<file path="src/rtl/xlate_pkg.sv">
package xlate_pkg;
  localparam int unsigned VA_W  = 14;
  localparam int unsigned PA_W  = 12;
  localparam int unsigned OFF_W = 6;
  localparam int unsigned SETS  = 4;
  localparam int unsigned WAYS  = 4;

  typedef enum logic [1:0] {
    ST_IDLE,
    ST_LOOK,
    ST_WALK,
    ST_RESP
  } xl_state_e;
endpackage

</file>
<file path="src/rtl/xlate_victim.sv">
module xlate_victim #(
  parameter int unsigned SETS = 4,
  parameter int unsigned WAYS = 4,
  localparam int unsigned IDX_W = $clog2(SETS),
  localparam int unsigned WAY_W = $clog2(WAYS)
) (
  input  logic             clk_i,
  input  logic             rst_ni,
  input  logic [IDX_W-1:0] set_i,
  input  logic [WAYS-1:0]  way_valid_i,
  input  logic             alloc_i,
  output logic [WAY_W-1:0] way_o
);
  logic [WAY_W-1:0] rr_q [SETS];
  logic             has_free;

  assign has_free = ~&way_valid_i;

  // lowest free way wins; otherwise round-robin
  always_comb begin
    way_o = rr_q[set_i];
    if (has_free) begin
      for (int w = WAYS - 1; w >= 0; w--) begin
        if (!way_valid_i[w]) way_o = WAY_W'(w);
      end
    end
  end

  always_ff @(posedge clk_i or negedge rst_ni) begin
    if (!rst_ni) begin
      for (int s = 0; s < SETS; s++) rr_q[s] <= '0;
    end else if (alloc_i && !has_free) begin
      rr_q[set_i] <= rr_q[set_i] + 1'b1;
    end
  end

  assert_free_way_first_R7: assert property (@(posedge clk_i) disable iff (!rst_ni)
    (alloc_i && has_free) |-> !way_valid_i[way_o]);

  assert_rr_advance_R7: assert property (@(posedge clk_i) disable iff (!rst_ni)
    (alloc_i && !has_free && set_i == 0) |=> (rr_q[0] == $past(rr_q[0]) + 1'b1));
endmodule

</file>
<file path="src/rtl/xlate_tlb.sv">
module xlate_tlb #(
  parameter int unsigned SETS  = 4,
  parameter int unsigned WAYS  = 4,
  parameter int unsigned TAG_W = 6,
  parameter int unsigned PPN_W = 6,
  localparam int unsigned IDX_W = $clog2(SETS),
  localparam int unsigned WAY_W = $clog2(WAYS)
) (
  input  logic             clk_i,
  input  logic             rst_ni,
  input  logic             flush_i,
  input  logic [IDX_W-1:0] set_i,
  input  logic [TAG_W-1:0] tag_i,
  output logic             hit_o,
  output logic [PPN_W-1:0] ppn_o,
  output logic [WAYS-1:0]  way_valid_o,
  input  logic             wr_en_i,
  input  logic [WAY_W-1:0] wr_way_i,
  input  logic [PPN_W-1:0] wr_ppn_i
);
  logic [WAYS-1:0]  valid_q [SETS];
  logic [TAG_W-1:0] tag_q   [SETS][WAYS];
  logic [PPN_W-1:0] ppn_q   [SETS][WAYS];
  logic [WAYS-1:0]  hit_way;
  logic             any_valid;

  for (genvar w = 0; w < WAYS; w++) begin : g_cmp
    assign hit_way[w] = valid_q[set_i][w] && (tag_q[set_i][w] == tag_i);
  end

  assign hit_o       = |hit_way;
  assign way_valid_o = valid_q[set_i];

  always_comb begin
    ppn_o = '0;
    for (int w = 0; w < WAYS; w++) begin
      if (hit_way[w]) ppn_o = ppn_o | ppn_q[set_i][w];
    end
  end

  always_comb begin
    any_valid = 1'b0;
    for (int s = 0; s < SETS; s++) any_valid = any_valid | (|valid_q[s]);
  end

  // flush wins over a same-cycle refill
  always_ff @(posedge clk_i or negedge rst_ni) begin
    if (!rst_ni) begin
      for (int s = 0; s < SETS; s++) valid_q[s] <= '0;
    end else if (flush_i) begin
      for (int s = 0; s < SETS; s++) valid_q[s] <= '0;
    end else if (wr_en_i) begin
      valid_q[set_i][wr_way_i] <= 1'b1;
    end
  end

  always_ff @(posedge clk_i) begin
    if (wr_en_i) begin
      tag_q[set_i][wr_way_i] <= tag_i;
      ppn_q[set_i][wr_way_i] <= wr_ppn_i;
    end
  end

  assert_unique_hit_R5: assert property (@(posedge clk_i) disable iff (!rst_ni)
    $onehot0(hit_way));

  assert_flush_clears_R8: assert property (@(posedge clk_i) disable iff (!rst_ni)
    flush_i |=> !any_valid);
endmodule

</file>
<file path="src/rtl/xlate_unit.sv">
module xlate_unit
  import xlate_pkg::*;
#(
  parameter int unsigned VA_W_P  = VA_W,
  parameter int unsigned PA_W_P  = PA_W,
  parameter int unsigned OFF_W_P = OFF_W,
  parameter int unsigned SETS_P  = SETS,
  parameter int unsigned WAYS_P  = WAYS,
  localparam int unsigned VPN_W = VA_W_P - OFF_W_P,
  localparam int unsigned PPN_W = PA_W_P - OFF_W_P,
  localparam int unsigned IDX_W = $clog2(SETS_P),
  localparam int unsigned TAG_W = VPN_W - IDX_W,
  localparam int unsigned WAY_W = $clog2(WAYS_P)
) (
  input  logic              clk_i,
  input  logic              rst_ni,
  input  logic              flush_i,
  input  logic              req_valid_i,
  output logic              req_ready_o,
  input  logic [VA_W_P-1:0] req_vaddr_i,
  output logic              rsp_valid_o,
  output logic [PA_W_P-1:0] rsp_paddr_o,
  output logic              rsp_fault_o,
  output logic              rsp_hit_o,
  output logic              pt_req_valid_o,
  output logic [VPN_W-1:0]  pt_req_vpn_o,
  input  logic              pt_rsp_valid_i,
  input  logic [PPN_W-1:0]  pt_rsp_ppn_i,
  input  logic              pt_rsp_present_i
);
  xl_state_e         state_q;
  logic [VA_W_P-1:0] vaddr_q;
  logic [PA_W_P-1:0] paddr_q;
  logic              fault_q, hit_q;

  logic [VPN_W-1:0]   vpn;
  logic [IDX_W-1:0]   set_idx;
  logic [TAG_W-1:0]   tag;
  logic [OFF_W_P-1:0] off;
  logic               lk_hit;
  logic [PPN_W-1:0]   lk_ppn;
  logic [WAYS_P-1:0]  way_valid;
  logic [WAY_W-1:0]   victim;
  logic               refill;

  assign vpn     = vaddr_q[VA_W_P-1:OFF_W_P];
  assign set_idx = vpn[IDX_W-1:0];
  assign tag     = vpn[VPN_W-1:IDX_W];
  assign off     = vaddr_q[OFF_W_P-1:0];
  assign refill  = (state_q == ST_WALK) && pt_rsp_valid_i && pt_rsp_present_i;

  xlate_tlb #(
    .SETS (SETS_P),
    .WAYS (WAYS_P),
    .TAG_W(TAG_W),
    .PPN_W(PPN_W)
  ) u_tlb (
    .clk_i      (clk_i),
    .rst_ni     (rst_ni),
    .flush_i    (flush_i),
    .set_i      (set_idx),
    .tag_i      (tag),
    .hit_o      (lk_hit),
    .ppn_o      (lk_ppn),
    .way_valid_o(way_valid),
    .wr_en_i    (refill),
    .wr_way_i   (victim),
    .wr_ppn_i   (pt_rsp_ppn_i)
  );

  xlate_victim #(
    .SETS(SETS_P),
    .WAYS(WAYS_P)
  ) u_victim (
    .clk_i      (clk_i),
    .rst_ni     (rst_ni),
    .set_i      (set_idx),
    .way_valid_i(way_valid),
    .alloc_i    (refill),
    .way_o      (victim)
  );

  always_ff @(posedge clk_i or negedge rst_ni) begin
    if (!rst_ni) begin
      state_q <= ST_IDLE;
      vaddr_q <= '0;
      paddr_q <= '0;
      fault_q <= 1'b0;
      hit_q   <= 1'b0;
    end else begin
      unique case (state_q)
        ST_IDLE: if (req_valid_i) begin
          vaddr_q <= req_vaddr_i;
          state_q <= ST_LOOK;
        end
        ST_LOOK: if (lk_hit) begin
          paddr_q <= {lk_ppn, off};
          fault_q <= 1'b0;
          hit_q   <= 1'b1;
          state_q <= ST_RESP;
        end else begin
          state_q <= ST_WALK;
        end
        ST_WALK: if (pt_rsp_valid_i) begin
          paddr_q <= pt_rsp_present_i ? {pt_rsp_ppn_i, off} : '0;
          fault_q <= !pt_rsp_present_i;
          hit_q   <= 1'b0;
          state_q <= ST_RESP;
        end
        ST_RESP: state_q <= ST_IDLE;
        default: state_q <= ST_IDLE;
      endcase
    end
  end

  assign req_ready_o    = (state_q == ST_IDLE);
  assign rsp_valid_o    = (state_q == ST_RESP);
  assign rsp_paddr_o    = paddr_q;
  assign rsp_fault_o    = fault_q;
  assign rsp_hit_o      = hit_q;
  assign pt_req_valid_o = (state_q == ST_WALK);
  assign pt_req_vpn_o   = vpn;

  assert_busy_after_accept_R2: assert property (@(posedge clk_i) disable iff (!rst_ni)
    (req_valid_i && req_ready_o) |=> !req_ready_o);

  assert_hit_latency_R3: assert property (@(posedge clk_i) disable iff (!rst_ni)
    (rsp_valid_o && rsp_hit_o) |-> $past(state_q == ST_LOOK));

  assert_offset_pass_R4: assert property (@(posedge clk_i) disable iff (!rst_ni)
    (rsp_valid_o && !rsp_fault_o) |-> (rsp_paddr_o[OFF_W_P-1:0] == vaddr_q[OFF_W_P-1:0]));

  assert_walk_hold_R5: assert property (@(posedge clk_i) disable iff (!rst_ni)
    (pt_req_valid_o && !pt_rsp_valid_i) |=> (pt_req_valid_o && $stable(pt_req_vpn_o)));

  assert_fault_clean_R6: assert property (@(posedge clk_i) disable iff (!rst_ni)
    (rsp_valid_o && rsp_fault_o) |-> (!rsp_hit_o && rsp_paddr_o == '0));
endmodule

</file>
<file path="config.mk">
export PLATFORM = sky130hd
export DESIGN_NAME = xlate_unit
export DESIGN_NICKNAME = d
export VERILOG_FILES = /design/src/rtl/xlate_pkg.sv /design/src/rtl/xlate_victim.sv /design/src/rtl/xlate_tlb.sv /design/src/rtl/xlate_unit.sv
export SDC_FILE = /design/constraint.sdc
export NUM_CORES = 1
export LEC_CHECK = 0
export ABC_AREA = 0
export BUFFER_PORTS_ARGS = -buffer_cell sky130_fd_sc_hd__buf_2
export CAP_MARGIN = 40
export CORE_MARGIN = 3
export CORE_UTILIZATION = 65
export CTS_CLUSTER_DIAMETER = 30
export DETAILED_ROUTE_END_ITERATION = 8
export PLACE_DENSITY = 0.84
export REMOVE_ABC_BUFFERS = 1
export SYNTH_ARGS = -nofsm -noshare
export SYNTH_HDL_FRONTEND = slang
export SYNTH_SLANG_ARGS = --single-unit
</file>
<file path="constraint.sdc">
create_clock -name clk_i -period 8.9 [get_ports clk_i]
set_clock_uncertainty 0.1 [all_clocks]
set_input_delay 2.225 -clock clk_i [delete_from_list [all_inputs] [get_ports clk_i]]
set_output_delay 2.225 -clock clk_i [all_outputs]
set_load 0.02 [all_outputs]
</file>
[Yosys cells after proc, flatten, opt, wreduce, memory -nomap -nowiden]
Memory sizes are Yosys's and may differ from the RTL's.
Cells that the tools add are included.
Cells by class
  add/sub/neg operators: 1
  $mul: 0
  divide/modulo/power cells: 0
  order comparisons: 6
  equal/unequal tests: 10
  shift operators: 0
  multiplexer cells: 42
  bitwise operators: 6
  reductions and logical operators: 19
Operator list (count)
  two-way mux 12 bit: 3
  two-way mux 16 bit: 2
  two-way mux 6 bit: 5
  equality test 6 bit: 4
  two-way mux 24 bit: 1
  one-hot mux 12 bit (2 select lines): 1
  two-way mux 2 bit: 10
  bitwise OR 6 bit: 3
  bitwise OR 16 bit: 1
  demux 6 bit (select 2 bit): 1
  two-way mux 4 bit: 3
  logical AND 1 bit: 10
  binary-select mux 4 bit (select 2 bit): 1
  bitwise mux 8 bit: 1
  demux 4 bit (select 2 bit): 1
  one-hot mux 2 bit (4 select lines): 1
  two-way mux 1 bit: 7
  >= comparator 3 bit (second input constant): 2
  < comparator 3 x 1 -> 1 bit (second input constant): 2
  NOT 2 -> 3 bit: 2
  binary-select mux 2 bit (select 2 bit): 1
  demux 2 bit (select 2 bit): 1
  equality test 2 bit (second input constant): 2
  != test 2 bit (second input constant): 2
  other kinds (14): 17
Word-level totals
  bits in registers: 54
  latch bits: 0
  RAM bits: 192
  ROM bits: 0
  input bits: 26
  output and inout bits: 25
  memories kept: 2
Memory list
  u_tlb.ppn_q: depth 4, bits a word 24, read ports 1, clocked after Yosys merged registers in 0, wr ports 1, line xlate_tlb.sv:23  | logic [PPN_W-1:0] ppn_q [SETS][WAYS];
  u_tlb.tag_q: depth 4, bits a word 24, read ports 1, clocked after Yosys merged registers in 0, wr ports 1, line xlate_tlb.sv:22  | logic [TAG_W-1:0] tag_q [SETS][WAYS];

[Depth between registers and ports, before layout]
  depth after elaboration: 18
  gate-level depth with buffers: 11
  mapped depth without buffers: 7

[Modules after synthesis]
A second synthesis with hierarchy kept.
Unflattened totals
  cell total of the unflattened synthesis: 608
  area, all modules: 10271.1 um^2
By module, submodules not included
  xlate_tlb: times used 1, cells each 450, area an instance 8369.3 um^2
  xlate_unit: times used 1, cells each 116, area an instance 1423.9 um^2
  xlate_victim: times used 1, cells each 42, area an instance 478.0 um^2

[Least setup slack after synthesis]
OpenSTA, ideal clock, no wires.
  path kind: input to register
  start: input pt_rsp_present_i
  end: memory u_tlb.ppn_q[0][10] (netlist name) (enable)
  setup time: 0.396 ns
  data arrival time: 3.734 ns
  required time: 8.404 ns
  slack: 4.670 ns
  cell stages on the path: 6
  path buffers: 1
  path through: and2_1 > clkbuf_1 > nand2_1 > nor2_1 > nand2_1 > nor3_1
Between the ends
  longest elaborated chain between the ends: 3
Ends and longest elaborated chain
  start, declared: line xlate_unit.sv:29  | input logic pt_rsp_present_i
  logical AND 1 bit: line xlate_unit.sv:50  | assign refill = (state_q == ST_WALK) && pt_rsp_valid_i && pt_rsp_present_i;
  two-way mux 1 bit: line xlate_tlb.sv:58  | if (wr_en_i) begin
  two-way mux 24 bit (implied by the code): line xlate_tlb.sv:60  | ppn_q[set_i][wr_way_i] <= wr_ppn_i;
  end, declared: line xlate_tlb.sv:23
No other way between the ends.

[Worst setup path after layout]
  start: register vaddr_q[6]
  end: register paddr_q[11] (netlist: rsp_paddr_o[11])
Between the ends
  longest elaborated chain between the ends: 14
  elaborated cells on any way between the ends: 26
Ends and longest elaborated chain
  start, declared: line xlate_unit.sv:32  | logic [VA_W_P-1:0] vaddr_q;
  start signal, assigned: line xlate_unit.sv:93  | vaddr_q <= req_vaddr_i;
  branches (longest 14 deep; another with memory (4 x 24 bit))
  end signal, assigned: line xlate_unit.sv:97  | paddr_q <= {lk_ppn, off};
  end signal, assigned: line xlate_unit.sv:105  | paddr_q <= pt_rsp_present_i ? {pt_rsp_ppn_i, off} : '0;
  end, declared: line xlate_unit.sv:33  | logic [PA_W_P-1:0] paddr_q;
Parallel ways; which one is timed is not known. The select of a mux whose other input is x is not followed.
A chain may end at the register's enable or synchronous reset.

==> impl_metrics.toml <==
[clock_tree]
cts_resized = 0
post-cts-setup-buffers = 0
ctsHoldBuffers = 0
cts.htree.levels = 2
cts_tree = "built"
clkLatencyLatePin_ns = 0.51
cts.clk_slew.worst_paths_ns = 0.05
clock-root-buffer = "clkbuf_16"
cts_num_sinks = 246
numCtsBuffers = 40
cts_buffer_depth = 3

[final_layout]
layout.nets = 695
fin_util = 0.7857
areaGrowthSynthToFinish_pct = 17.93
fill_cells = 756
layout-drive-gt1-share = 0.3098
instances_no_fill = 906

[drt]
drc = 0
drt_wl_total_mm = 23.59
postRouteAntennaNets = 0
drt_iter0_drc = 720
vias_per_cell = 6.573
drt_first_pass_iters = 5
num_vias = 5955
post_drt_wl_per_cell_um = 26.04

[synthesis]
synth_seq_area_share = 0.7001
postSynthAreaPerCell_um2 = 17.38
synth_area_um2 = 10160
synth-async-reset-ratio = 0.2195
syn_inst = 585
synth_top_cells_by_area = "edfxtp_1 57%, dfrtp_1 13%, mux4_2 9.7%, mux2_2 2.0%, mux2i_1 1.9%"
synth_ff_type = "edfxtp_1"
yosysTopAreaCell = "edfxtp_1"
ys_ff_latch = 246
yosys.area.top_type_share = 0.5672
ys_warn_count = 0
synth-edff-count = 192
synth.distinct_cells = 44

[timing]
rsz0062_at_grt = "no"
fmax_mhz = 216.1
timing.final.crit_period_ns = 4.628
setup_violations = 0
post-route-period-util = 0.5200
fin_setup_tns_ns = 0
relSlewSlack = 0.3727
worstMarginPinSlew_ns = 0.9410
drv_slew = 0
timing_hold_violations_final = 0

[place]
place_congestion = 0.8849
portBuffers = 50
placed_cells = 832
place_hpwl_mm = 13.50

[worst_hold_path]
worst_hold_path_type = "reg -> reg"

[global_route]
grtUsageTotal = 0.2841
use_met3 = 0.05956
grt_pass1_wl_mm = 35.40
grt_overflow_total = 0
first_global_vias = 6063
grt-busiest-layer = "met2"
grt.met2_usage = 0.4355
grt_max_degree = 62
antenna_found_initial = 1
gr-usage-met1 = 0.4023

[power_and_ir_drop]
p_per_area_nw_per_um2 = 336.3
p_leak_nw = 4.441
ir_worst_vdd_mv = 0.2009

[critical_path]
r2r_start = "vaddr_q[6]"
crit_arrival_ns = 4.91
critPathMaxFanout = 40
regToRegSetupSlack_ns = 4.27
startpoint_type = "register"
worst_r2r_path_depth = 7
cp-endpoint = "rsp_paddr_o[11]"
reg2reg_to = "rsp_paddr_o[11]"
cp-end-kind = "register"
required_ns = 9.18
crit_start = "vaddr_q[6]"
worstSetupPathType = "reg -> reg"

[floorplanning]
pin_count = 51
die-area_um2 = 17170
start_util = 0.6662
die_w_um = 131.1
num_rows = 45
core_um2 = 15260
dieHeight_um = 131.1

[job]
max-cap-violations = 0

[outcome]
status = "completed"
worst min-delay path by stage:
stage	slack, ns	start	depth (start not counted)	end
2_1_floorplan	0.34	u_victim.rr_q[0]	1	u_victim.rr_q[0]
3_3_place_gp	0.35	u_victim.rr_q[0]	1	u_victim.rr_q[0]
3_5_place_dp	0.36	u_victim.rr_q[6]	1	u_victim.rr_q[6]
4_1_cts	0.38	u_victim.rr_q[0]	1	u_victim.rr_q[0]
5_1_grt	0.39	u_victim.rr_q[0]	1	u_victim.rr_q[0]
6_report	0.39	u_victim.rr_q[0]	1	u_victim.rr_q[0]
critical path, stage by stage, from the launching register on:
cell and delay (ns):
dfrtp_4 0.72, buf_4 0.69, mux4_1 0.69, xnor2_1 0.16, and3_1 0.31, a22oi_1 0.50, a311o_1 0.89, mux2_1 0.39
metal layers:
metal / up-vias / routed length (um)
li1: 2448 / -
met1: 2968 / 8890
met2: 460 / 11440
met3: 79 / 2410
met4: 0 / 851
met5: - / 0
through the flow:
step	worst slack, ns	cell area [um^2]	total power, mW	hold slack, ns
finish	4.272	11990	4.032	0.3890
global route	4.073	11990	4.175	0.3865
CTS	4.285	11970	4.036	0.3781
detailed placement	4.516	10690	2.564	0.3558
global placement	4.607	10570	2.507	0.3499
floorplan	3.807	9946	2.244	0.3366
Yosys cell counts (3+ instances only):
| cell | n |
|---|---|
| edfxtp_1 | 192 |
| dfrtp_1 | 54 |
| mux4_2 | 44 |
| nor2_1 | 38 |
| nand2_1 | 24 |
| mux2i_1 | 19 |
| nand4_1 | 19 |
| mux2_2 | 18 |
| xor2_1 | 18 |
| clkbuf_1 | 15 |
| xnor2_1 | 15 |
| inv_1 | 14 |
| a21oi_1 | 13 |
| nor3_1 | 12 |
| buf_4 | 8 |
| nand3_1 | 8 |
| buf_2 | 7 |
| a32oi_1 | 6 |
| o21ai_0 | 5 |
| a31oi_1 | 4 |
| buf_1 | 4 |
| ha_1 | 4 |
| mux2_4 | 4 |
| mux4_1 | 4 |
| a311o_1 | 3 |
| and2_1 | 3 |
| nand2b_1 | 3 |
| nor2b_1 | 3 |
| o2111ai_1 | 3 |
report_power, final:
group	total, mW	switching [mW]	internal, mW
combinational	1.11	0.667	0.445
sequential	1.47	0.0762	1.39
clock	1.45	0.521	0.930
area by class of cell:
type,instances,area (um^2),area share
diodes,1,2.502,0.0002087
clock buffers,44,1037,0.08653
clock inverters,27,240.2,0.02004
inverters,14,52.55,0.004384
multi-input cells,287,2796,0.2333
flip-flops and latches,246,7122,0.5941
well taps,211,264.0,0.02202
repair buffers,76,473.0,0.03945
sequential cells by signal, indices dropped and copies added, names as in the netlist:
name and cells:
u_tlb.ppn_q 96, rsp_paddr_o 12, vaddr_q 14, rsp_fault_o 1, u_tlb.valid_q 16, rsp_hit_o 1, state_q 2, u_tlb.tag_q 96
u_victim.rr_q 8
kinds of logic (layout without fill, tap and decap cells):
group           count (synthesis)  in the layout  synth area share
simple gates                  120            120           0.05946
mux                            91             91            0.1546
xor+xnor                       33             33           0.02843
flops                         246            246            0.7001
buf+inv                        52            161           0.02671
fa+ha+maj                       4              4          0.004924
other cells                     0              1                 0
compound gates                 39             39           0.02573
cell usage in the layout, fill, tap and decap left out, types with 8 or more instances in the layout:
cell type | Yosys | routed
nand2_1 | 24 | 24
xor2_1 | 18 | 18
dfrtp_1 | 54 | 52
xnor2_1 | 15 | 15
mux2i_1 | 19 | 19
clkbuf_16 | 0 | 41
nand3_1 | 8 | 8
mux4_2 | 44 | 44
nor2_1 | 38 | 38
buf_4 | 8 | 23
nand4_1 | 19 | 19
buf_2 | 7 | 50
clkinv_2 | 0 | 8
mux2_2 | 18 | 18
nor3_1 | 12 | 9
edfxtp_1 | 192 | 192
inv_1 | 14 | 14
a21oi_1 | 13 | 13
Power figures use the tool's default switching activity.
